File: config.mk
export PLATFORM = sky130hd
export DESIGN_NAME = hbg_bus_handover
export DESIGN_NICKNAME = d
export VERILOG_FILES = /design/src/rtl/hbg_pkg.sv /design/src/rtl/hbg_arbiter.sv /design/src/rtl/hbg_ready.sv /design/src/rtl/hbg_bus_handover.sv
export SDC_FILE = /design/constraint.sdc
export NUM_CORES = 1
export LEC_CHECK = 0
export ABC_AREA = 1
export BUFFER_PORTS_ARGS = -buffer_cell sky130_fd_sc_hd__clkbuf_2
export CAP_MARGIN = 20
export CELL_PAD_IN_SITES_DETAIL_PLACEMENT = 1
export CELL_PAD_IN_SITES_GLOBAL_PLACEMENT = 2
export CORE_UTILIZATION = 28
export CTS_CLUSTER_DIAMETER = 150
export DETAILED_ROUTE_END_ITERATION = 16
export GPL_ROUTABILITY_DRIVEN = 0
export GPL_TIMING_DRIVEN = 0
export HOLD_SLACK_MARGIN = 0.06
export PLACE_DENSITY_LB_ADDON = 0.15
export SYNTH_ARGS = -nofsm -noshare
export SYNTH_HDL_FRONTEND = slang
export SYNTH_SLANG_ARGS = --single-unit
File: constraint.sdc
create_clock -name clk -period 2.15 [get_ports clk]
set_input_delay 0.215 -clock clk [delete_from_list [all_inputs] [get_ports clk]]
set_output_delay 0.215 -clock clk [all_outputs]
set_load 0.005 [all_outputs]
File: src/rtl/hbg_pkg.sv
package hbg_pkg;

    typedef enum logic [2:0] {
        OWN_IDLE,
        OWN_LOCAL,
        OWN_REL_HOST,
        OWN_HOST,
        OWN_RETURN,
        OWN_REL_PEER,
        OWN_PEER
    } own_e;

    function automatic logic local_drives(own_e s);
        return (s == OWN_IDLE) || (s == OWN_LOCAL);
    endfunction

    function automatic int cnt_width(int n);
        return (n > 1) ? $clog2(n + 1) : 1;
    endfunction

endpackage

File: src/rtl/hbg_arbiter.sv
module hbg_arbiter
    import hbg_pkg::*;
#(
    parameter int ACC_LEN = 3
) (
    input  logic clk,
    input  logic rst,
    input  logic loc_req,
    input  logic host_req,
    input  logic peer_req,
    input  logic susp,
    output own_e st_o,
    output logic bus_oe,
    output logic host_gnt,
    output logic peer_gnt,
    output logic loc_done,
    output logic loc_stall
);
    localparam int CW = cnt_width(ACC_LEN);
    localparam logic [CW-1:0] LAST = CW'(ACC_LEN - 1);

    own_e st, st_nx;
    logic [CW-1:0] cnt, cnt_nx;
    logic susp_q;
    logic advance;

    always_ff @(posedge clk) begin
        if (rst) begin
            st     <= OWN_IDLE;
            cnt    <= '0;
            susp_q <= 1'b0;
        end else begin
            st     <= st_nx;
            cnt    <= cnt_nx;
            susp_q <= susp;
        end
    end

    assign advance = (st == OWN_LOCAL) && !susp;

    always_comb begin
        st_nx  = st;
        cnt_nx = cnt;
        case (st)
            OWN_IDLE: begin
                if (host_req)               st_nx = OWN_REL_HOST;
                else if (peer_req)          st_nx = OWN_REL_PEER;
                else if (loc_req && !susp) begin
                    st_nx  = OWN_LOCAL;
                    cnt_nx = LAST;
                end
            end
            OWN_LOCAL: begin
                if (!susp) begin
                    if (cnt == '0) st_nx  = OWN_IDLE;
                    else           cnt_nx = cnt - CW'(1);
                end
            end
            OWN_REL_HOST: st_nx = host_req ? OWN_HOST : OWN_IDLE;
            OWN_HOST:     if (!host_req) st_nx = OWN_RETURN;
            OWN_RETURN:   st_nx = OWN_IDLE;
            OWN_REL_PEER: st_nx = peer_req ? OWN_PEER : OWN_IDLE;
            OWN_PEER:     if (!peer_req) st_nx = OWN_RETURN;
            default:      st_nx = OWN_IDLE;
        endcase
    end

    assign st_o      = st;
    assign bus_oe    = local_drives(st) && !susp_q;
    assign host_gnt  = (st == OWN_HOST);
    assign peer_gnt  = (st == OWN_PEER);
    assign loc_done  = advance && (cnt == '0);
    assign loc_stall = loc_req && !advance;

    a_r2_gnt_needs_req: assert property (@(posedge clk) disable iff (rst)
        host_gnt |-> $past(host_req));
    a_r2_gnt_after_float: assert property (@(posedge clk) disable iff (rst)
        $rose(host_gnt) |-> $past(!bus_oe));
    a_r3_return_floats: assert property (@(posedge clk) disable iff (rst)
        $fell(host_gnt) |-> !bus_oe);
    a_r4_host_first: assert property (@(posedge clk) disable iff (rst)
        (st == OWN_IDLE && host_req && peer_req) |=> (st == OWN_REL_HOST));
    a_r5_local_holds: assert property (@(posedge clk) disable iff (rst)
        (st == OWN_LOCAL && !loc_done) |=> (st == OWN_LOCAL));
    a_r9_susp_floats: assert property (@(posedge clk) disable iff (rst)
        susp |=> !bus_oe);
    a_r10_no_done_susp: assert property (@(posedge clk) disable iff (rst)
        susp |-> !loc_done);

endmodule

File: src/rtl/hbg_ready.sv
module hbg_ready #(
    parameter int WAIT_CYC = 2
) (
    input  logic clk,
    input  logic rst,
    input  logic in_host,
    input  logic host_cs,
    input  logic host_req,
    input  logic rdy_active,
    output logic host_rdy,
    output logic host_rdy_oe
);
    logic win, rval;

    generate
        if (WAIT_CYC == 0) begin : g_nowait
            assign rval = 1'b1;
        end else begin : g_wait
            localparam int WW = hbg_pkg::cnt_width(WAIT_CYC);
            logic [WW-1:0] wcnt;
            always_ff @(posedge clk) begin
                if (rst)                      wcnt <= WW'(WAIT_CYC);
                else if (in_host && host_cs) begin
                    if (wcnt != '0)           wcnt <= wcnt - WW'(1);
                end else                      wcnt <= WW'(WAIT_CYC);
            end
            assign rval = (wcnt == '0);
        end
    endgenerate

    assign win         = host_cs && host_req;
    assign host_rdy    = win && rval;
    assign host_rdy_oe = win && (rdy_active || !rval);

    a_r6_window: assert property (@(posedge clk) disable iff (rst)
        host_rdy_oe |-> (host_cs && host_req));
    a_r8_open_drain: assert property (@(posedge clk) disable iff (rst)
        (host_rdy_oe && !rdy_active) |-> !host_rdy);

endmodule

File: src/rtl/hbg_bus_handover.sv
module hbg_bus_handover
    import hbg_pkg::*;
#(
    parameter int ACC_LEN  = 3,
    parameter int WAIT_CYC = 2
) (
    input  logic clk,
    input  logic rst,
    input  logic loc_req,
    input  logic host_req,
    input  logic host_cs,
    input  logic peer_req,
    input  logic susp,
    input  logic rdy_active,
    output logic bus_oe,
    output logic sdctl_oe,
    output logic host_gnt,
    output logic peer_gnt,
    output logic loc_done,
    output logic loc_stall,
    output logic host_rdy,
    output logic host_rdy_oe
);
    own_e st;

    hbg_arbiter #(.ACC_LEN(ACC_LEN)) u_arb (
        .clk(clk), .rst(rst), .loc_req(loc_req), .host_req(host_req),
        .peer_req(peer_req), .susp(susp), .st_o(st), .bus_oe(bus_oe),
        .host_gnt(host_gnt), .peer_gnt(peer_gnt), .loc_done(loc_done),
        .loc_stall(loc_stall)
    );

    hbg_ready #(.WAIT_CYC(WAIT_CYC)) u_rdy (
        .clk(clk), .rst(rst), .in_host(st == OWN_HOST), .host_cs(host_cs),
        .host_req(host_req), .rdy_active(rdy_active), .host_rdy(host_rdy),
        .host_rdy_oe(host_rdy_oe)
    );

    // SDRAM control drivers are never handed over
    assign sdctl_oe = 1'b1;

    a_r12_peer_excl: assert property (@(posedge clk) disable iff (rst)
        !(host_gnt && peer_gnt));

endmodule

==> Yosys cells after proc, flatten, opt, wreduce, memory -nomap -nowiden <==
Cells that the tools add are included.
{ "totals": {"reg_bits": 8, "input_bits": 8, "output_inout_bits": 8, "wordCells": 60} }
{ "op_classes": {"add_sub_neg": 2, "n_eq_ne": 14, "n_mux": 16, "bitwise_logic": 1, "reduce_logical": 23} }
{ "op_table": {"columns": ["op", "count"], "rows": [
  ["2-to-1 mux 3 bit", 8],
  ["one-hot mux 3 bit (6 select lines)", 1],
  ["2-to-1 mux 2 bit", 6],
  ["!= test 2 bit, second input constant", 6],
  ["logical AND 1 bit", 9],
  ["== test 3 x 2 -> 1 bit, second input constant", 2],
  ["== test 3 bit, second input constant", 2],
  ["AND reduction 6 bit", 1],
  ["AND reduction 5 bit", 1],
  ["logical NOT 1 bit", 4],
  ["logical NOT 2 bit", 2],
  ["!= test 2 x 1 -> 1 bit, second input constant", 2],
  ["!= test 4 x 3 -> 1 bit, second input constant", 1],
  ["one-hot mux 2 bit (2 select lines)", 1],
  ["nonzero test 2 bit", 2],
  ["subtractor 2 x 1 -> 2 bit, second input constant", 2],
  ["== test 3 x 1 -> 1 bit, second input constant", 1],
  ["logical NOT 3 bit", 1],
  ["logical OR 1 bit", 2],
  ["OR reduction 2 bit", 1],
  ["inverter 1 bit", 1]
]} }

==> Logic depth before layout (Yosys ltp) <==
{ "logic_depth": {"ltp_word": 6, "ltp_mapped": 9, "ltp_nobuf": 8} }

==> Cells and area by module <==
Synthesis repeated with hierarchy kept, for this count alone.
{ "unflattened": {"cells_unflattened": 107, "hier_area_um2": 633.1} }
{ "modules_own_cells": {"columns": ["module", "n_inst", "cells_each", "area_each_um2", "seq_area_each_um2"], "rows": [
  ["hbg_arbiter", 1, 81, 481.7, 120.1],
  ["hbg_ready", 1, 22, 130.1, 40.0],
  ["hbg_bus_handover", 1, 4, 21.3, 0.0]
]} }

==> Worst setup path before layout <==
No wires, ideal clock.
{ "synth_path": {"kind": "register to register", "from": "register u_arb.st[1], in the netlist u_arb.st_o[1]", "to": "register u_arb.cnt[0]", "setup_time_ps": 113, "t_arrival_ps": 992, "t_required_ps": 2037, "setup_slack_ps": 1046, "path_stages_with_launch": 9, "path_buffers": 1, "synth_period_minus_slack_ps": 1104, "path_cell_list": "dfxtp_1 > inv_2 > buf_6 > nand3_1 > nand2_1 > nor2_1 > nand3_1 > nand2_1 > nor2_1"} }
{ "synth_via": {"elab_chain_cells": 3, "elab_cells_between_ends": 10, "cone_classes": "6 x eq/ne; 1 x mux; 3 x reduce/logical"} }
{ "synth_lines": {"columns": ["item", "line_no", "rtl"], "rows": [
  ["from (decl)", "hbg_arbiter.sv:22", "own_e st, st_nx;"],
  ["from (signal assigned)", "hbg_arbiter.sv:33", "st <= st_nx;"],
  ["== test 3 x 1 -> 1 bit / logical NOT 3 bit (equally long branches)", "hbg_arbiter.sv:44", "case (st)"],
  ["!= test 2 bit (no line), or another cell as far along", null, null],
  ["AND reduction 6 bit (no line)", null, null],
  ["to (signal assigned)", "hbg_arbiter.sv:34", "cnt <= cnt_nx;"],
  ["to (decl)", "hbg_arbiter.sv:23", "logic [CW-1:0] cnt, cnt_nx;"]
]} }
Parallel ways exist; a longest one is shown, timed or not.
A chain may end at the register's enable or synchronous reset.

==> Worst setup path after layout <==
{ "layout_path": {"from": "register u_rdy.g_wait.wcnt[0]", "to": "output host_rdy_oe"} }
{ "layout_via": {"elab_chain_cells": 4} }
{ "layout_lines": {"columns": ["item", "line_no", "rtl"], "rows": [
  ["from (decl)", "hbg_ready.sv:20", "logic [WW-1:0] wcnt;"],
  ["from (signal assigned)", "hbg_ready.sv:22", "if (rst) wcnt <= WW'(WAIT_CYC);"],
  ["from (signal assigned)", "hbg_ready.sv:24", "if (wcnt != '0) wcnt <= wcnt - WW'(1);"],
  ["from (signal assigned)", "hbg_ready.sv:25", "end else wcnt <= WW'(WAIT_CYC);"],
  ["logical NOT 2 bit", "hbg_ready.sv:27", "assign rval = (wcnt == '0);"],
  ["logical NOT 1 bit", "hbg_ready.sv:33", "assign host_rdy_oe = win && (rdy_active || !rval);"],
  ["logical OR 1 bit", "hbg_ready.sv:33", null],
  ["logical AND 1 bit", "hbg_ready.sv:33", null],
  ["to (decl)", "hbg_bus_handover.sv:22", "output logic host_rdy_oe"]
]} }
No other way between the ends.

==> flow_metrics.tcl <==
set metrics [dict create \
    status "complete, no violations" \
    hold_path.startpoint "rst" \
    fin_skew_ns 0.00112 \
    routed_wl_mm 1.72 \
    wl_per_cell_microns 11.5 \
    final_cell_mix "nor2_1, nand2_1, inv_1, clkbuf_2, nand3_1" \
    holdPathEnd "u_arb.susp_q" \
    pre_cts_slack_ns 0.845 \
    yosysTopAreaCell "dfxtp_1" \
    cp-start-kind "flop" \
    crit_top_cell "inv_1" \
    cts.sinks 8 \
    yosysWarningCount 0 \
    timing.final.ws_setup_ns 0.622 \
    post_cts_resized 0 \
    crit_path_top_delay_cell "dfxtp_1" \
    dieArea_sq_um 2570 \
    switching_share_pct 49.9 \
    drv_slew 0 \
    setup.worst_path.end_class "output pin" \
    power_frac_seq_pct 22.2 \
    rsz0062_at_grt "false" \
    grt_first_pass_wirelength_mm 2.91 \
    overflow 0 \
    finalSetupViolations 0 \
    syn_area_per_cell_sq_um 6.32 \
    fmax_mhz 655 \
    insertion_delay_ns 0.26 \
    power_density_nw_per_um2 1220 \
    htreeDepth 1 \
    critPathBufInv 3 \
    final-seq-area_sq_um 160 \
    finalHoldViolCount 0 \
    syn_area_sq_um 663 \
    synth.distinct_cells 23 \
    nFillCells 306 \
    num_antenna_cells 0 \
    antenna_found_initial 0 \
    final.min_clock_period_ns 1.53 \
    io_pins 16 \
    hold_class "in -> reg" \
    drtAntennaViolNets 0 \
    vias_per_cell 4.67 \
    cts_tree "built" \
    cts_root_buf "clkbuf_4" \
    worstPathRequired_ns 1.93 \
    nets 134 \
    cts.path.max_buffers 2 \
    start_util_pct 30.0 \
    hold_slack_ns 0.183 \
    syn_inst 105 \
    io_buffers 14 \
    reg2reg_from "u_arb.st_o[1]" \
    path_delay_family "flip-flops" \
    drc 0 \
    area_delta_synth_final_pct 19.2 \
    num_vias 700 \
    syn_nets 115 \
    synth-seq-area-share_pct 24.2 \
    reg2reg_setup_slack_ns 0.86 \
    dpl.hpwl_mm 1.42 \
    synth_seq_cells 8 \
    r2r_cells 8 \
    grt_usage_pct 15.0 \
    p_switching_uw 481 \
    vdd_drop_max_uv 684 \
    multi_input_area_sq_um 398 \
    cts_hold_buf 0 \
    layout-drive-gt1-share_pct 24.6 \
    p_leak_nw 0.429 \
    path_cells "inv_1 > ha_1 > inv_1 > nor2_1 > nor3_1 > clkbuf_2" \
    core_area_sq_um 2210 \
    total_power_uw 965 \
    fin_crit_sh_pct 71.1 \
    synthTopCellsByArea "dfxtp_1, nand2_1, nor2_1, nand3_1, inv_1" \
    cp_data_arrival_time_ns 1.31 \
    drt-pass1-iter-count 4 \
    yosysTopAreaCellShare_pct 24.2 \
    drv_cap 0 \
    critPathMaxStageDelay_ns 0.33 \
    p_int_uw 483 \
    cts.clk_slew.worst_paths_ns 0.06 \
    pwr-share-clk_pct 12.6 \
    drt_iter0_drc 11 \
    crit_fanout 4 \
    die_x_microns 50.7 \
    cp.depth 6 \
    hold_depth 2 \
    crit_type "reg -> out" \
    p_comb_share_pct 65.2 \
    cts_setup_buffers 0 \
    timing.rr.end "u_arb.cnt[1]" \
    cts_buffers 3 \
    grt_pass1_vias 684 \
    die_h_microns 50.7 \
    grt_max_degree 11 \
    fin_tns_setup_ns 0 \
    rows 17 \
]
## how the worst max path moves through the flow
| stage | startpoint | end |
|---|---|---|
| 6_report | u_rdy.g_wait.wcnt[0] | host_rdy_oe |
| 5_1_grt | u_rdy.g_wait.wcnt[0] | host_rdy |
| 4_1_cts | u_rdy.g_wait.wcnt[0] | host_rdy_oe |
| 3_5_place_dp | u_arb.st_o[1] | u_arb.cnt[1] |
| 3_3_place_gp | u_arb.st_o[1] | u_arb.cnt[1] |
| 2_1_floorplan | u_arb.st_o[1] | u_arb.cnt[0] |
## layout make-up
cell class	count	share of cell area, %
clock buffers	3	2.85
flip-flops and latches	8	20.3
well taps	28	4.43
repair buffers	14	8.86
multi-input cells	75	50.3
plain buffers	4	4.75
inverters	18	8.54
## kinds of logic after synthesis
family	synth area share [%]
simple gates	49.1
fa+ha+maj	3.77
buf+inv	15.8
flops	24.2
compound gates	6.60
other cells	0.565
## layer usage
layer	track usage [%]	vias to the layer above	routed length, microns
met5	0	-	0
met4	6.94	0	52
met3	2.73	6	44
met2	23.3	10	733
met1	19.9	314	894
li1	-	370	-
## synth_stat cells
master    number
ha_1           2
nand4_1        6
nor3_4         2
nor2_2         1
a21oi_1        1
nand2_1       20
nor2_1        20
a211o_1        1
conb_1         1
dfxtp_1        8
buf_6          2
nand3_1       12
a21boi_0       1
a31oi_1        1
nor3_1         2
nand3_2        1
nor3b_1        1
o21a_1         1
buf_4          2
nor2_4         1
inv_2          3
o21ai_2        1
inv_1         15
## flip-flops by register name, summed over array words and instances, names as in the netlist
name               cells
u_arb.st_o             3
u_rdy.g_wait.wcnt      2
u_arb.susp_q           1
u_arb.cnt              2
## power by group through the flow
stage	clock network [mW]	registers (mW)	logic (mW)
floorplan	0	0.212	0.490
global placement	0	0.216	0.629
detailed placement	0	0.219	0.630
CTS	0.128	0.214	0.634
global route	0.137	0.217	0.713
finish	0.122	0.214	0.629
## through the flow
| stage | utilization, % | cells | instance area [sq um] |
|---|---|---|---|
| after floorplan | - | 105 | 663 |
| after global placement | 34.7 | 147 | 768 |
| after detailed placement | 34.7 | 147 | 768 |
| after CTS | 35.7 | 150 | 791 |
| after global routing | 35.7 | 150 | 791 |
| final | 35.7 | 150 | 791 |
Power figures use the tool's default switching activity.
